[src/rtl/irq_latch_pkg.sv]
package irq_latch_pkg;
  localparam int STAT_BASE = 'h00;
  localparam int EN_BASE   = 'h10;
  localparam int CTRL_ADDR = 'h1E;

  typedef struct packed {
    logic pin_push;  // bit 1: inactive pin drives high
    logic w1c;       // bit 0: write-1-to-clear instead of clear-on-read
  } ctrl_t;
endpackage

[src/rtl/irq_stat_reg.sv]
module irq_stat_reg #(
  parameter int DW = 8
) (
  input  logic          clk_i,
  input  logic          rst_ni,
  input  logic [DW-1:0] evt_i,
  input  logic          rd_clr_i,
  input  logic          wr_clr_i,
  input  logic [DW-1:0] wdata_i,
  output logic [DW-1:0] q_o
);
  logic [DW-1:0] clr_mask;

  always_comb begin
    clr_mask = '0;
    if (rd_clr_i)      clr_mask = q_o;      // only bits returned to the host
    else if (wr_clr_i) clr_mask = wdata_i;
  end

  // set dominates clear so no event is dropped
  always_ff @(posedge clk_i or negedge rst_ni) begin
    if (!rst_ni) q_o <= '0;
    else         q_o <= (q_o & ~clr_mask) | evt_i;
  end
endmodule

[src/rtl/irq_pin_drv.sv]
module irq_pin_drv (
  input  logic active_i,
  input  logic pin_push_i,
  output logic irq_o,
  output logic irq_oe_o
);
  always_comb begin
    irq_o    = !active_i;
    irq_oe_o = active_i || pin_push_i;
  end
endmodule

[src/rtl/irq_latch_ctrl.sv]
module irq_latch_ctrl
  import irq_latch_pkg::*;
#(
  parameter int NUM_REGS = 2,
  parameter int DW       = 8,
  parameter int AW       = 5
) (
  input  logic                   clk_i,
  input  logic                   rst_ni,
  input  logic [NUM_REGS*DW-1:0] evt_i,
  input  logic                   cs_i,
  input  logic                   we_i,
  input  logic [AW-1:0]          addr_i,
  input  logic [DW-1:0]          wdata_i,
  output logic [DW-1:0]          rdata_o,
  output logic                   irq_o,
  output logic                   irq_oe_o
);
  localparam int CTRL_W = $bits(ctrl_t);

  ctrl_t                         ctrl_q;
  logic [NUM_REGS-1:0][DW-1:0]   stat_q;
  logic [NUM_REGS-1:0][DW-1:0]   en_q;
  logic [NUM_REGS-1:0]           stat_hit, en_hit;
  logic                          ctrl_hit;
  logic [31:0]                   a32;
  logic                          active;
  logic [DW-1:0]                 rd_mux;

  assign a32      = 32'(addr_i);
  assign ctrl_hit = cs_i && (a32 == 32'(CTRL_ADDR));

  for (genvar g = 0; g < NUM_REGS; g++) begin : g_reg
    assign stat_hit[g] = cs_i && (a32 == 32'(STAT_BASE + g));
    assign en_hit[g]   = cs_i && (a32 == 32'(EN_BASE + g));

    irq_stat_reg #(.DW(DW)) u_stat (
      .clk_i    (clk_i),
      .rst_ni   (rst_ni),
      .evt_i    (evt_i[g*DW +: DW]),
      .rd_clr_i (stat_hit[g] && !we_i && !ctrl_q.w1c),
      .wr_clr_i (stat_hit[g] &&  we_i &&  ctrl_q.w1c),
      .wdata_i  (wdata_i),
      .q_o      (stat_q[g])
    );

    always_ff @(posedge clk_i or negedge rst_ni) begin
      if (!rst_ni)                en_q[g] <= '0;
      else if (en_hit[g] && we_i) en_q[g] <= wdata_i;
    end
  end

  always_ff @(posedge clk_i or negedge rst_ni) begin
    if (!rst_ni)                ctrl_q <= '0;
    else if (ctrl_hit && we_i)  ctrl_q <= ctrl_t'(wdata_i[CTRL_W-1:0]);
  end

  always_comb begin
    active = 1'b0;
    rd_mux = '0;
    for (int k = 0; k < NUM_REGS; k++) begin
      active = active | (|(stat_q[k] & en_q[k]));
      if (stat_hit[k]) rd_mux = stat_q[k];
      if (en_hit[k])   rd_mux = en_q[k];
    end
    if (ctrl_hit) rd_mux = DW'(ctrl_q);
  end

  always_ff @(posedge clk_i or negedge rst_ni) begin
    if (!rst_ni)            rdata_o <= '0;
    else if (cs_i && !we_i) rdata_o <= rd_mux;
    else                    rdata_o <= '0;
  end

  irq_pin_drv u_pin (
    .active_i   (active),
    .pin_push_i (ctrl_q.pin_push),
    .irq_o      (irq_o),
    .irq_oe_o   (irq_oe_o)
  );
endmodule

[config.mk]
export PLATFORM = sky130hd
export DESIGN_NAME = irq_latch_ctrl
export DESIGN_NICKNAME = d
export VERILOG_FILES = /design/src/rtl/irq_latch_pkg.sv /design/src/rtl/irq_stat_reg.sv /design/src/rtl/irq_pin_drv.sv /design/src/rtl/irq_latch_ctrl.sv
export SDC_FILE = /design/constraint.sdc
export NUM_CORES = 1
export LEC_CHECK = 0
export BUFFER_PORTS_ARGS = -buffer_cell sky130_fd_sc_hd__buf_2
export CAP_MARGIN = 0
export CORE_MARGIN = 2
export CORE_UTILIZATION = 53
export CTS_BUF_LIST = sky130_fd_sc_hd__clkbuf_16
export DETAILED_ROUTE_END_ITERATION = 12
export PLACE_DENSITY_LB_ADDON = 0.2
export SYNTH_ARGS = -nofsm -noshare
export SYNTH_HDL_FRONTEND = slang
export SYNTH_SLANG_ARGS = --single-unit
[constraint.sdc]
create_clock -name clk_i -period 1.41 [get_ports clk_i]
set_input_delay 0.2115 -clock clk_i [delete_from_list [all_inputs] [get_ports clk_i]]
set_output_delay 0.2115 -clock clk_i [all_outputs]
set_load 0.01 [all_outputs]
# Word-level counts from Yosys, hierarchy flattened

Index checks and enable logic that the tools add are counted.

Register bits after elaboration: 42
Bits of input ports: 33
Output and inout port bits: 10
Word-level logic and storage cells: 54

Equality and inequality tests: 4
Multiplexer cells: 10
Bitwise operators: 9
Reduce and logical (&&, ||, !) cells: 24

Operator list:

| cell                                                | number |
|---|---|
| two-way mux 8 bit                                   | 10 |
| bitwise AND 8 bit                                   | 4 |
| zero test 32 bit                                    | 1 |
| logical AND 1 bit                                   | 17 |
| inverter 8 bit                                      | 2 |
| OR 8 bit                                            | 2 |
| OR reduction 8 bit                                  | 2 |
| equality test 5 bit, second input constant          | 3 |
| equality test 5 x 1 -> 1 bit, second input constant | 1 |
| zero test 1 bit                                     | 3 |
| logical OR 1 bit                                    | 1 |
| OR 1 bit                                            | 1 |

# Depth between registers and ports, before layout

Gate-level depths: netlist of the first run.

Word-level depth: 9
Depth in mapped cells: 5
Mapped depth without buffers: 4

# By module

From an unflattened synthesis of the first run, not the netlist that was laid out.

Cells, all modules: 144
Area total of the unflattened synthesis: 1956.9 sq um

Modules (own cells, without submodules):

| module         | times used | cells an instance | area each (sq um) | seq. area each (sq um) |
|---|---|---|---|---|
| irq_latch_ctrl | 1          | 90                | 1323.8            | 650.6 |
| irq_stat_reg   | 2          | 26                | 311.5             | 200.2 |
| irq_pin_drv    | 1          | 2                 | 10.0              | 0.0 |

# Worst setup path before layout of the first run

OpenSTA, ideal clock, no wires.

Path kind: input port to flip-flop
Start: input port addr_i[1]
End: register en_q[0] in the netlist's numbering
Arrival: 1.434 ns
Required time: 1.285 ns
Setup slack: -0.149 ns
Cell stages on the path: 3
Path buffers: 0
Path through: or4b_4 > nor3_4 > mux2_2

Word-level cells in the longest chain between the ends: 3

RTL lines:

| item                            | RTL line             | source |
|---|---|---|
| from (decl)                     | irq_latch_ctrl.sv:13 | `input logic [AW-1:0] addr_i,` |
| equality test 5 bit             | irq_latch_ctrl.sv:35 | `assign en_hit[g] = cs_i && (a32 == 32'(EN_BASE + g));` |
| logical AND 1 bit               | irq_latch_ctrl.sv:35 |  |
| logical AND 1 bit               | irq_latch_ctrl.sv:49 | `else if (en_hit[g] && we_i) en_q[g] <= wdata_i;` |
| to (signal, indexed assignment) | irq_latch_ctrl.sv:49 |  |
| to (decl)                       | irq_latch_ctrl.sv:23 | `logic [NUM_REGS-1:0][DW-1:0] en_q;` |

Every way passes these cells.
A chain may end at the register's enable or synchronous reset.

# Final worst setup path of the first run

Start: register en_q[1] in the netlist's numbering
End: output port irq_oe_o

Word-level cells in the longest chain between the ends: 4

RTL lines:

| item               | RTL line             | source |
|---|---|---|
| bitwise AND 8 bit  | irq_latch_ctrl.sv:62 | `active = active \| (\|(stat_q[k] & en_q[k]));` |
| OR reduction 8 bit | irq_latch_ctrl.sv:62 |  |
| OR 1 bit           | irq_latch_ctrl.sv:62 |  |
| logical OR 1 bit   | irq_pin_drv.sv:9     | `irq_oe_o = active_i \|\| pin_push_i;` |
| to (decl)          | irq_latch_ctrl.sv:17 | `output logic irq_oe_o` |

Every way passes these cells.

==> metrics.txt, run 1 <==
synthesized cell area=1936 µm²; met1 GRT Util=0.3357; Comb power frac=0.159; CORE AREA=3416 µm²; number of global-route vias before repair=1743; row count=21; placed insts=258; max_slew headroom=0.7942; fillers=214; Syn Nets=181; die area=4151 µm²; WP data arrival=1.68 ns; Die H=64.43 µm; GR Util All Layers=0.2769; number of flops mapped to enable cells by yosys=0; WHS=0.1113 ns; clk buf depth=2; final routed DRC violation total=0; gp weighted congestion=0.8425; Post-synth top cells=dfrtp_1, mux2_2, nand2b_1; clock skew=0.002103 ns; Worst-path clk slew=0.06 ns; final wirelength=5131 µm; Crit. End Element=output port; PD cells=1160 nW/µm²; sequential power share=0.431; slew of the pin with the lowest slew margin=0.3073 ns; initial antenna violation count=0; total CTS buffers=5; PortBufs=42; minimum clock period=1.891 ns; Synth area leader=dfrtp_1; H-tree levels=2; pin count of the biggest net entering global routing=43; most common cell in the netlist=dfrtp_1; Routed WL per cell=19.07 µm; DR vias=1612; CP max-delay cell=dfrtp_1; Final Hold Violating Endpoints=0; post-synthesis sequential area ratio=0.5430; setup slack, reg-to-reg=0.06 ns; Core Util, Final=0.7864; gr busiest metal=met2; Syn Inst Count=148; Main synth FF type=dfrtp_1; Max Cap Viol=0; synth top area cells=dfrtp_1, mux2_2, mux4_2; DR pass1 iterations=4; worst min path class=in2reg; Leak Pwr=1.247 nW; top-area cell type share of the netlist area=0.5430; Layout Cells excl Fill=269; Synth cell types=25; Worst path max stage delay=0.39 ns; outcome=complete, but fails checks; RSZ-0062 raised after global routing=true; Pint=2.394 mW; Critical Path RT=1.20 ns; GR met2 Demand/Resource=0.4661; I/O Pins=43; Final setup violation count=2; Synth warnings=0; Initial Util=0.5667; CTS tree=yes; Reg area=1051 µm²; Post-Syn Area per Cell=13.08 µm²; sw power=0.7227 mW; fmax=0.5287 GHz; final worst slack=-0.4813 ns; worst skew pair latency=0.28 ns; setup TNS=-0.8998 ns; number of DRC markers in iteration 0=128; final instance area=2686 µm²; clk sinks=42; critical path class=reg2out; Pins Over Slew Limit=0; worst vdd ir=0.9205 mV; Detail Route Antenna Nets=0; Multi-input gate area=937.1 µm²; Yosys reg bits=42; CP cell instances=a22o_1, a221oi_2, and4_1, nand2b_1, buf_2; Via density=5.993; fraction of layout instances using a drive strength above 1=0.5202; Inserted Diodes=0; cell area after placement=2417 µm²; HPWL Detailed=3454 µm; Die W=64.43 µm; Final period util=1.341; failing checks=negative setup slack; grt total ovfl=0; clock root buffer=clkbuf_16; Area Overhead vs Synth=38.78%; Critical Path Fanout Max=2; clock share of power=0.410; GRT met3 Usage=0.03993; Final #Nets=255; critical path startpoint category=register; first-pass GRT wire length=8376 µm; Async S/R FF share, synth=1.000; sw frac=0.2319
## logic make-up after synthesis
kind of cell | after synthesis | share of synthesized area
compound gates | 32 | 0.09825
buf+inv | 5 | 0.01163
mux | 26 | 0.1978
simple gates | 43 | 0.1493
flops | 42 | 0.5430
## cell usage in the layout, fill, tap and decap left out
master	netlist	layout
and4_1	1	1
clkbuf_16	0	5
nor2_1	1	1
nor3_4	1	1
a221oi_2	0	4
o21ai_0	16	8
nand3_2	0	1
o21ai_1	0	8
a21oi_1	8	8
or4b_4	1	1
bufinv_16	0	1
a22o_1	4	4
nand3_1	4	3
buf_2	3	40
nor2b_1	1	1
nand4_1	1	1
dfrtp_1	42	42
mux2_2	18	10
mux4_2	8	8
and3_1	6	6
or3_4	0	1
buf_6	0	2
nor3b_1	1	1
clkinv_2	0	2
nand2b_1	17	17
nor4b_4	0	1
nand2_1	4	4
buf_12	0	2
nand4_2	1	1
buf_4	0	27
and2_2	0	1
mux2_4	0	8
dlygate4sd3_1	0	1
nand3b_1	1	1
## power groups by stage
| stage | logic (mW) | registers (mW) | clock network (mW) |
|---|---|---|---|
| 3_3_place_gp | 0.420 | 1.35 | 0 |
| 5_1_grt | 0.538 | 1.35 | 1.34 |
| 2_1_floorplan | 0.225 | 1.34 | 0 |
| 6_report | 0.496 | 1.34 | 1.28 |
| 4_1_cts | 0.460 | 1.34 | 1.29 |
| 3_5_place_dp | 0.434 | 1.35 | 0 |
## flip-flops by register name, indices dropped and copies added (netlist names)
signal        cells
en_q             16
g.u_stat.q_o     16
ctrl_q            2
rdata_o           8
## final timing paths
path,depth (start not counted),startpoint,to
setup / recovery,5,en_q[1]$_DFFE_PN0P_,irq_oe_o
hold / removal,2,evt_i[9],g_reg[1].u_stat.q_o[1]$_DFF_PN0_
setup reg to reg,5,en_q[1]$_DFFE_PN0P_,rdata_o[1]$_DFF_PN0_
hold reg to reg,2,ctrl_q[1]$_DFFE_PN0P_,rdata_o[1]$_DFF_PN0_
max in group asynchronous,3,rst_ni,en_q[13]$_DFFE_PN0P_
min in group asynchronous,3,rst_ni,en_q[6]$_DFFE_PN0P_
## area by class of cell
cell class | instances | area share
clock inverter | 3 | 0.01490
tap | 46 | 0.02143
sequential | 42 | 0.3912
clock buffer | 5 | 0.04658
multi-input combinational | 101 | 0.3489
timing repair buffer | 72 | 0.1770
## through the flow
| stage | power [mW] | worst slack [ns] |
|---|---|---|
| 2_1_floorplan | 1.563 | -0.09945 |
| 3_3_place_gp | 1.766 | -0.3322 |
| 3_5_place_dp | 1.788 | -0.3496 |
| 4_1_cts | 3.091 | -0.4251 |
| 5_1_grt | 3.230 | -0.5488 |
| 6_report | 3.117 | -0.4813 |
## timing repair
item	4_1_cts	5_1_grt
hold endpoints to repair	42	0
resized for setup	5	12
hold buffers	1	0
buffers inserted	1	1
setup endpoints to repair	10	10
pin swaps	2	5
## per-layer routing
metal,share of wire,vias up
met4,0.030,0
met1,0.38,803
met2,0.52,86
met3,0.074,18
li1,-,705
met5,0,-
## critical path: cells and delay by family (launching register included)
family | cells | cell delay [ns]
buffers and inverters | 1 | 0.14
AND/OR/NAND/NOR | 2 | 0.36
AO/OA/AOI/OAI | 2 | 0.51
flip-flops | 1 | 0.39
(Power assumes the default switching activity.)
==> run 2, diff against run 1 <==
--- a/config.mk
+++ b/config.mk
@@ -11,7 +11,7 @@
 export CORE_UTILIZATION = 53
 export CTS_BUF_LIST = sky130_fd_sc_hd__clkbuf_16
 export DETAILED_ROUTE_END_ITERATION = 12
-export PLACE_DENSITY_LB_ADDON = 0.2
+export PLACE_DENSITY = 0.77
 export SYNTH_ARGS = -nofsm -noshare
 export SYNTH_HDL_FRONTEND = slang
 export SYNTH_SLANG_ARGS = --single-unit
==> run 2 against run 1 <==
The run ends with negative hold slack, negative setup slack left. First-iteration DRC count decreased by 34%. Die area unchanged. Combinational power decreased by 0.8%. Power increased by 5.7%. Final area about the same. Clock skew increased by 0.00067 ns. Critical path depth unchanged. Setup slack improved by 0.069 ns. Highest routed layer unchanged.
==> metrics.txt, run 2 (synthesis results as in run 1) <==
Crit. End Element=output port; Area Overhead vs Synth=38.72%; Worst-path clk slew=0.06 ns; H-tree levels=2; pin count of the biggest net entering global routing=43; WHS=-0.01220 ns; total CTS buffers=5; Final #Nets=254; Pins Over Slew Limit=0; fraction of layout instances using a drive strength above 1=0.5180; minimum clock period=1.822 ns; worst vdd ir=0.9701 mV; slew of the pin with the lowest slew margin=0.5263 ns; WP data arrival=1.61 ns; clock root buffer=clkbuf_16; failing checks=negative hold slack, negative setup slack; grt total ovfl=0; Initial Util=0.5667; r2r endpoint=rdata_o[3]$_DFF_PN0_; die area=4151 µm²; fmax=0.5487 GHz; HPWL Detailed=3351 µm; GRT met3 Usage=0.07118; worst min path class=in2async; max_slew headroom=0.6491; Reg2Reg Depth=4; critical path class=reg2out; Routed WL per cell=19.23 µm; met1 GRT Util=0.3305; DR vias=1569; PortBufs=42; Final Hold Violating Endpoints=15; CTS tree=yes; Inserted Diodes=0; post-cts hold buffer count=0; FF-to-FF Start=en_q[11]$_DFFE_PN0P_; worst skew pair latency=0.28 ns; Critical Path Fanout Max=2; Final period util=1.292; final wirelength=5154 µm; first-pass GRT wire length=8045 µm; RSZ-0062 raised after global routing=true; critical path startpoint category=register; GR met2 Demand/Resource=0.4401; number of global-route vias before repair=1617; GR Util All Layers=0.2658; Leak Pwr=1.244 nW; Critical Path RT=1.20 ns; clock skew=0.002770 ns; PD cells=1227 nW/µm²; crit path launch=en_q[11]$_DFFE_PN0P_; Max Cap Viol=0; DR pass1 iterations=4; initial antenna violation count=0; clk buf depth=2; final worst slack=-0.4123 ns; final routed DRC violation total=0; setup slack, reg-to-reg=0 ns; I/O Pins=43; number of DRC markers in iteration 0=85; Via density=5.854; most common cell after layout, fill and taps aside=dfrtp_1; setup TNS=-0.8017 ns; outcome=complete, but fails checks; Final setup violation count=9; most frequent cells in the layout=dfrtp_1, buf_2, buf_4, nand2b_1, mux2_2; Die H=64.43 µm; gp weighted congestion=0.8244; Largest regs=en_q (16), g.u_stat.q_o (16), rdata_o (8); row count=21; CORE AREA=3416 µm²; clk sinks=42; Die W=64.43 µm; gr busiest metal=met2; Detail Route Antenna Nets=0; DP Worst Slack=-0.3773 ns
-- run 2: layout make-up --
class                   instances  area (µm²)
well taps                      46       57.56
clock buffers                   5       125.1
repair buffers                 71       450.4
fillers                       224       730.7
clock inverters                 3       63.81
multi-input cells             101       937.1
flip-flops and latches         42        1051
-- run 2: worst max path at each step --
| stage | slack [ns] | cells past startpoint | to |
|---|---|---|---|
| floorplan | -0.1 | 3 | en_q[0]$_DFFE_PN0P_ |
| global placement | -0.32 | 5 | g_reg[0].u_stat.q_o[6]$_DFF_PN0_ |
| detailed placement | -0.38 | 5 | g_reg[0].u_stat.q_o[6]$_DFF_PN0_ |
| CTS | -0.41 | 5 | irq_oe_o |
| global route | -0.47 | 5 | irq_oe_o |
| finish | -0.41 | 5 | irq_oe_o |
-- run 2: worst max-delay path, stage by stage, from the launching register on --
cell and delay, ns:
dfrtp_1 0.39, a22o_1 0.25, a221oi_2 0.21, and4_1 0.27, nand2b_1 0.07, buf_2 0.14
-- run 2: through the flow --
stage | utilization | cells | cell area [µm²] | hold slack, ns | total power [mW]
global placement | 0.7018 | 257 | 2397 | 0.2975 | 1.749
finish | 0.7861 | 268 | 2685 | -0.01220 | 3.295
global route | 0.7861 | 268 | 2685 | 0.05673 | 3.409
CTS | 0.7685 | 267 | 2625 | 0.01195 | 3.256
floorplan | - | 148 | 1951 | -0.08409 | 1.563
detailed placement | 0.7018 | 257 | 2397 | 0.3074 | 1.770
-- run 2: layer usage --
| layer | part of all wire | vias to the layer above |
|---|---|---|
| li1 | - | 702 |
| met1 | 0.40 | 784 |
| met3 | 0.070 | 11 |
| met5 | 0 | - |
| met4 | 0.015 | 0 |
| met2 | 0.51 | 72 |
-- run 2: power by group --
part / switching [mW] / leakage (nW) / internal (mW)
Clock: 0.451 / 0.0915 / 1.01
Sequential: 0.0660 / 0.491 / 1.28
Combinational: 0.212 / 0.661 / 0.280
-- run 2: repair_timing --
item	in CTS	in global routing
pin swaps	1	4
gates resized for setup	4	14
setup buffers	2	1
setup endpoints to repair	10	13
==> run 3, diff against run 2 <==
--- a/config.mk
+++ b/config.mk
@@ -5,13 +5,14 @@
 export SDC_FILE = /design/constraint.sdc
 export NUM_CORES = 1
 export LEC_CHECK = 0
+export ABC_AREA = 1
 export BUFFER_PORTS_ARGS = -buffer_cell sky130_fd_sc_hd__buf_2
 export CAP_MARGIN = 0
 export CORE_MARGIN = 2
-export CORE_UTILIZATION = 53
+export CORE_UTILIZATION = 55
 export CTS_BUF_LIST = sky130_fd_sc_hd__clkbuf_16
 export DETAILED_ROUTE_END_ITERATION = 12
-export PLACE_DENSITY = 0.77
+export PLACE_DENSITY = 0.79
 export SYNTH_ARGS = -nofsm -noshare
 export SYNTH_HDL_FRONTEND = slang
 export SYNTH_SLANG_ARGS = --single-unit
==> run 3 against run 2 <==
Largest cell class unchanged. The run ends with negative setup slack left. Clock-buffer cell count unchanged. Cell count increased by 51%. Sequential power about the same. Global-route usage decreased by 0.85 points. Clock power decreased by 25%.
==> metrics.txt, run 3 <==
Worst path max stage delay=0.38 ns; Multi-input gate area=957.2 µm²; worst min path class=in2reg; number of flops mapped to enable cells by yosys=0; Largest regs=en_q (16), g.u_stat.q_o (16), rdata_o (8); RSZ-0062 raised after global routing=true; final worst slack=-0.1989 ns; die area=4531 µm²; critical path startpoint category=register; Yosys reg bits=42; CORE AREA=3914 µm²; Synth area leader=dfrtp_1; DR pass1 iterations=5; Leak Pwr=1.509 nW; Max Cap Viol=0; cell area after placement=2615 µm²; HPWL Detailed=3937 µm; row count=23; Buffers & Inverters on Critical Path=1; Main synth FF type=dfrtp_1; initial antenna violation count=0; CP max-delay cell=dfrtp_1; CP cell instances=a22o_1, nor2_1, nand2_1, nor2_2, nand2_1, buf_2; first-pass GRT wire length=8569 µm; max_slew headroom=0.7078; Synth warnings=0; Post-Syn Area per Cell=7.930 µm²; number of DRC markers in iteration 0=203; Syn Inst Count=278; Crit. End Element=output port; Layout Cells excl Fill=404; Pint=2.115 mW; CTS tree=yes; WP data arrival=1.40 ns; Final period util=1.141; Initial Util=0.5633; Routed WL per cell=12.96 µm; synthesized cell area=2205 µm²; worst vdd ir=0.6857 mV; PortBufs=42; Comb power frac=0.154; minimum clock period=1.609 ns; crit-path most repeated cell=nand2_1; failing checks=negative setup slack; most frequent cells in the layout=nand2_1, inv_1, dfrtp_1, buf_2, nor2_1; Detail Route Antenna Nets=0; slew of the pin with the lowest slew margin=0.4383 ns; clock skew=0.004191 ns; fillers=325; GR Util All Layers=0.2573; Final #Nets=386; clk sinks=42; worst skew pair latency=0.28 ns; gp weighted congestion=0.9582; Crit path max-delay family=flip-flops; DR vias=1992; Final setup violation count=2; pin count of the biggest net entering global routing=26; WHS=0.1040 ns; final instance area=2833 µm²; placed insts=386; clock root buffer=clkbuf_16; Pins Over Slew Limit=0; most common cell after layout, fill and taps aside=nand2_1; Reg area=1051 µm²; Die H=67.31 µm; critical path class=reg2out; Critical Path RT=1.20 ns; fraction of layout instances using a drive strength above 1=0.2825; Final Hold Violating Endpoints=0; Critical Path Fanout Max=2; Via density=4.931; final wirelength=5236 µm; Synth cell types=22; H-tree levels=2; Syn Nets=311; outcome=complete, but fails checks; Worst-path clk slew=0.06 ns; most common cell in the netlist=nand2_1; clock share of power=0.381; grt total ovfl=0; sw power=0.7389 mW; Core Util, Final=0.7238; Post-synth top cells=nand2_1, inv_1, dfrtp_1; clk buf depth=2; Async S/R FF share, synth=1.000; total CTS buffers=5; Inserted Diodes=0; Die W=67.31 µm; number of global-route vias before repair=1865; sw frac=0.2590; I/O Pins=43; PD cells=1007 nW/µm²; fmax=0.6215 GHz; DP Worst Slack=0.05240 ns; post-synthesis sequential area ratio=0.4767; synth top area cells=dfrtp_1, nand2_1, inv_1; Area Overhead vs Synth=28.49%; top-area cell type share of the netlist area=0.4767; sequential power share=0.466; final routed DRC violation total=0
==> run 3: cell types whose count changed after synthesis, sizes merged, moves of 8 or more <==
cell	change
nand2b	-17
inv	+47
mux2	-18
mux4	-8
nand2	+72
nand3	+20
nor2	+39
==> run 3: cell type report <==
type | instances | share of cell area
inverter | 47 | 0.06228
multi-input combinational | 187 | 0.3379
clock buffer | 5 | 0.04417
tap | 50 | 0.02208
timing repair buffer | 70 | 0.1581
clock inverter | 3 | 0.004417
sequential | 42 | 0.3710
==> run 3: timing repair <==
action | CTS | global route
resized for setup | 1 | 0
pin swaps | 1 | 1
endpoints found under the hold margin | 17 | 0
hold buffers | 1 | 0
cloned | 0 | 0
buffers inserted | 6 | 3
setup endpoints to repair | 2 | 2
==> run 3: cells by family (layout without fill, tap and decap cells) <==
family | after synthesis | after routing | synth area share
and+or+nand+nor | 151 | 151 | 0.3195
buffers and inverters | 49 | 125 | 0.09024
DFF | 42 | 42 | 0.4767
AOI/OAI and AO/OA | 36 | 36 | 0.1135
==> run 3: tightest hold or removal path: cells and delay by family <==
kind	cells	cell delay [ns]
buffers and inverters	2	0.10
AND/OR/NAND/NOR	1	0.04
==> run 3: metal layers <==
metal / part of all wire / wire (µm) / global-route usage
met3: 0.053 / 280 / 0.03333
met1: 0.47 / 2460 / 0.3522
met5: 0 / 0 / 0
met2: 0.46 / 2427 / 0.4208
met4: 0.013 / 68 / 0.08929
==> run 3: final timing paths <==
path | to | from | slack [ns] | cells past startpoint
worst max-delay path | irq_oe_o | en_q[1]$_DFFE_PN0P_ | -0.20 | 6
worst min-delay path | g_reg[0].u_stat.q_o[5]$_DFF_PN0_ | evt_i[5] | 0.10 | 3
worst max register to register | g_reg[1].u_stat.q_o[0]$_DFF_PN0_ | ctrl_q[0]$_DFFE_PN0P_ | 0.25 | 5
worst min register to register | en_q[3]$_DFFE_PN0P_ | en_q[3]$_DFFE_PN0P_ | 0.48 | 2
max in group asynchronous | en_q[3]$_DFFE_PN0P_ | rst_ni | 0.53 | 3
min in group asynchronous | rdata_o[4]$_DFF_PN0_ | rst_ni | 0.40 | 2
==> run 3: power groups by stage <==
| stage | logic (mW) | clock network [mW] | registers (mW) |
|---|---|---|---|
| 2_1_floorplan | 0.230 | 0 | 1.34 |
| 3_3_place_gp | 0.389 | 0 | 1.35 |
| 3_5_place_dp | 0.398 | 0 | 1.35 |
| 4_1_cts | 0.433 | 1.09 | 1.33 |
| 5_1_grt | 0.493 | 1.13 | 1.34 |
| 6_report | 0.439 | 1.09 | 1.33 |
==> run 3: metrics by stage <==
stage | setup TNS, ns | power, mW
floorplan | 0 | 1.567
global placement | 0 | 1.738
detailed placement | 0 | 1.749
CTS | -0.3376 | 2.851
global route | -0.4833 | 2.958
finish | -0.3558 | 2.854
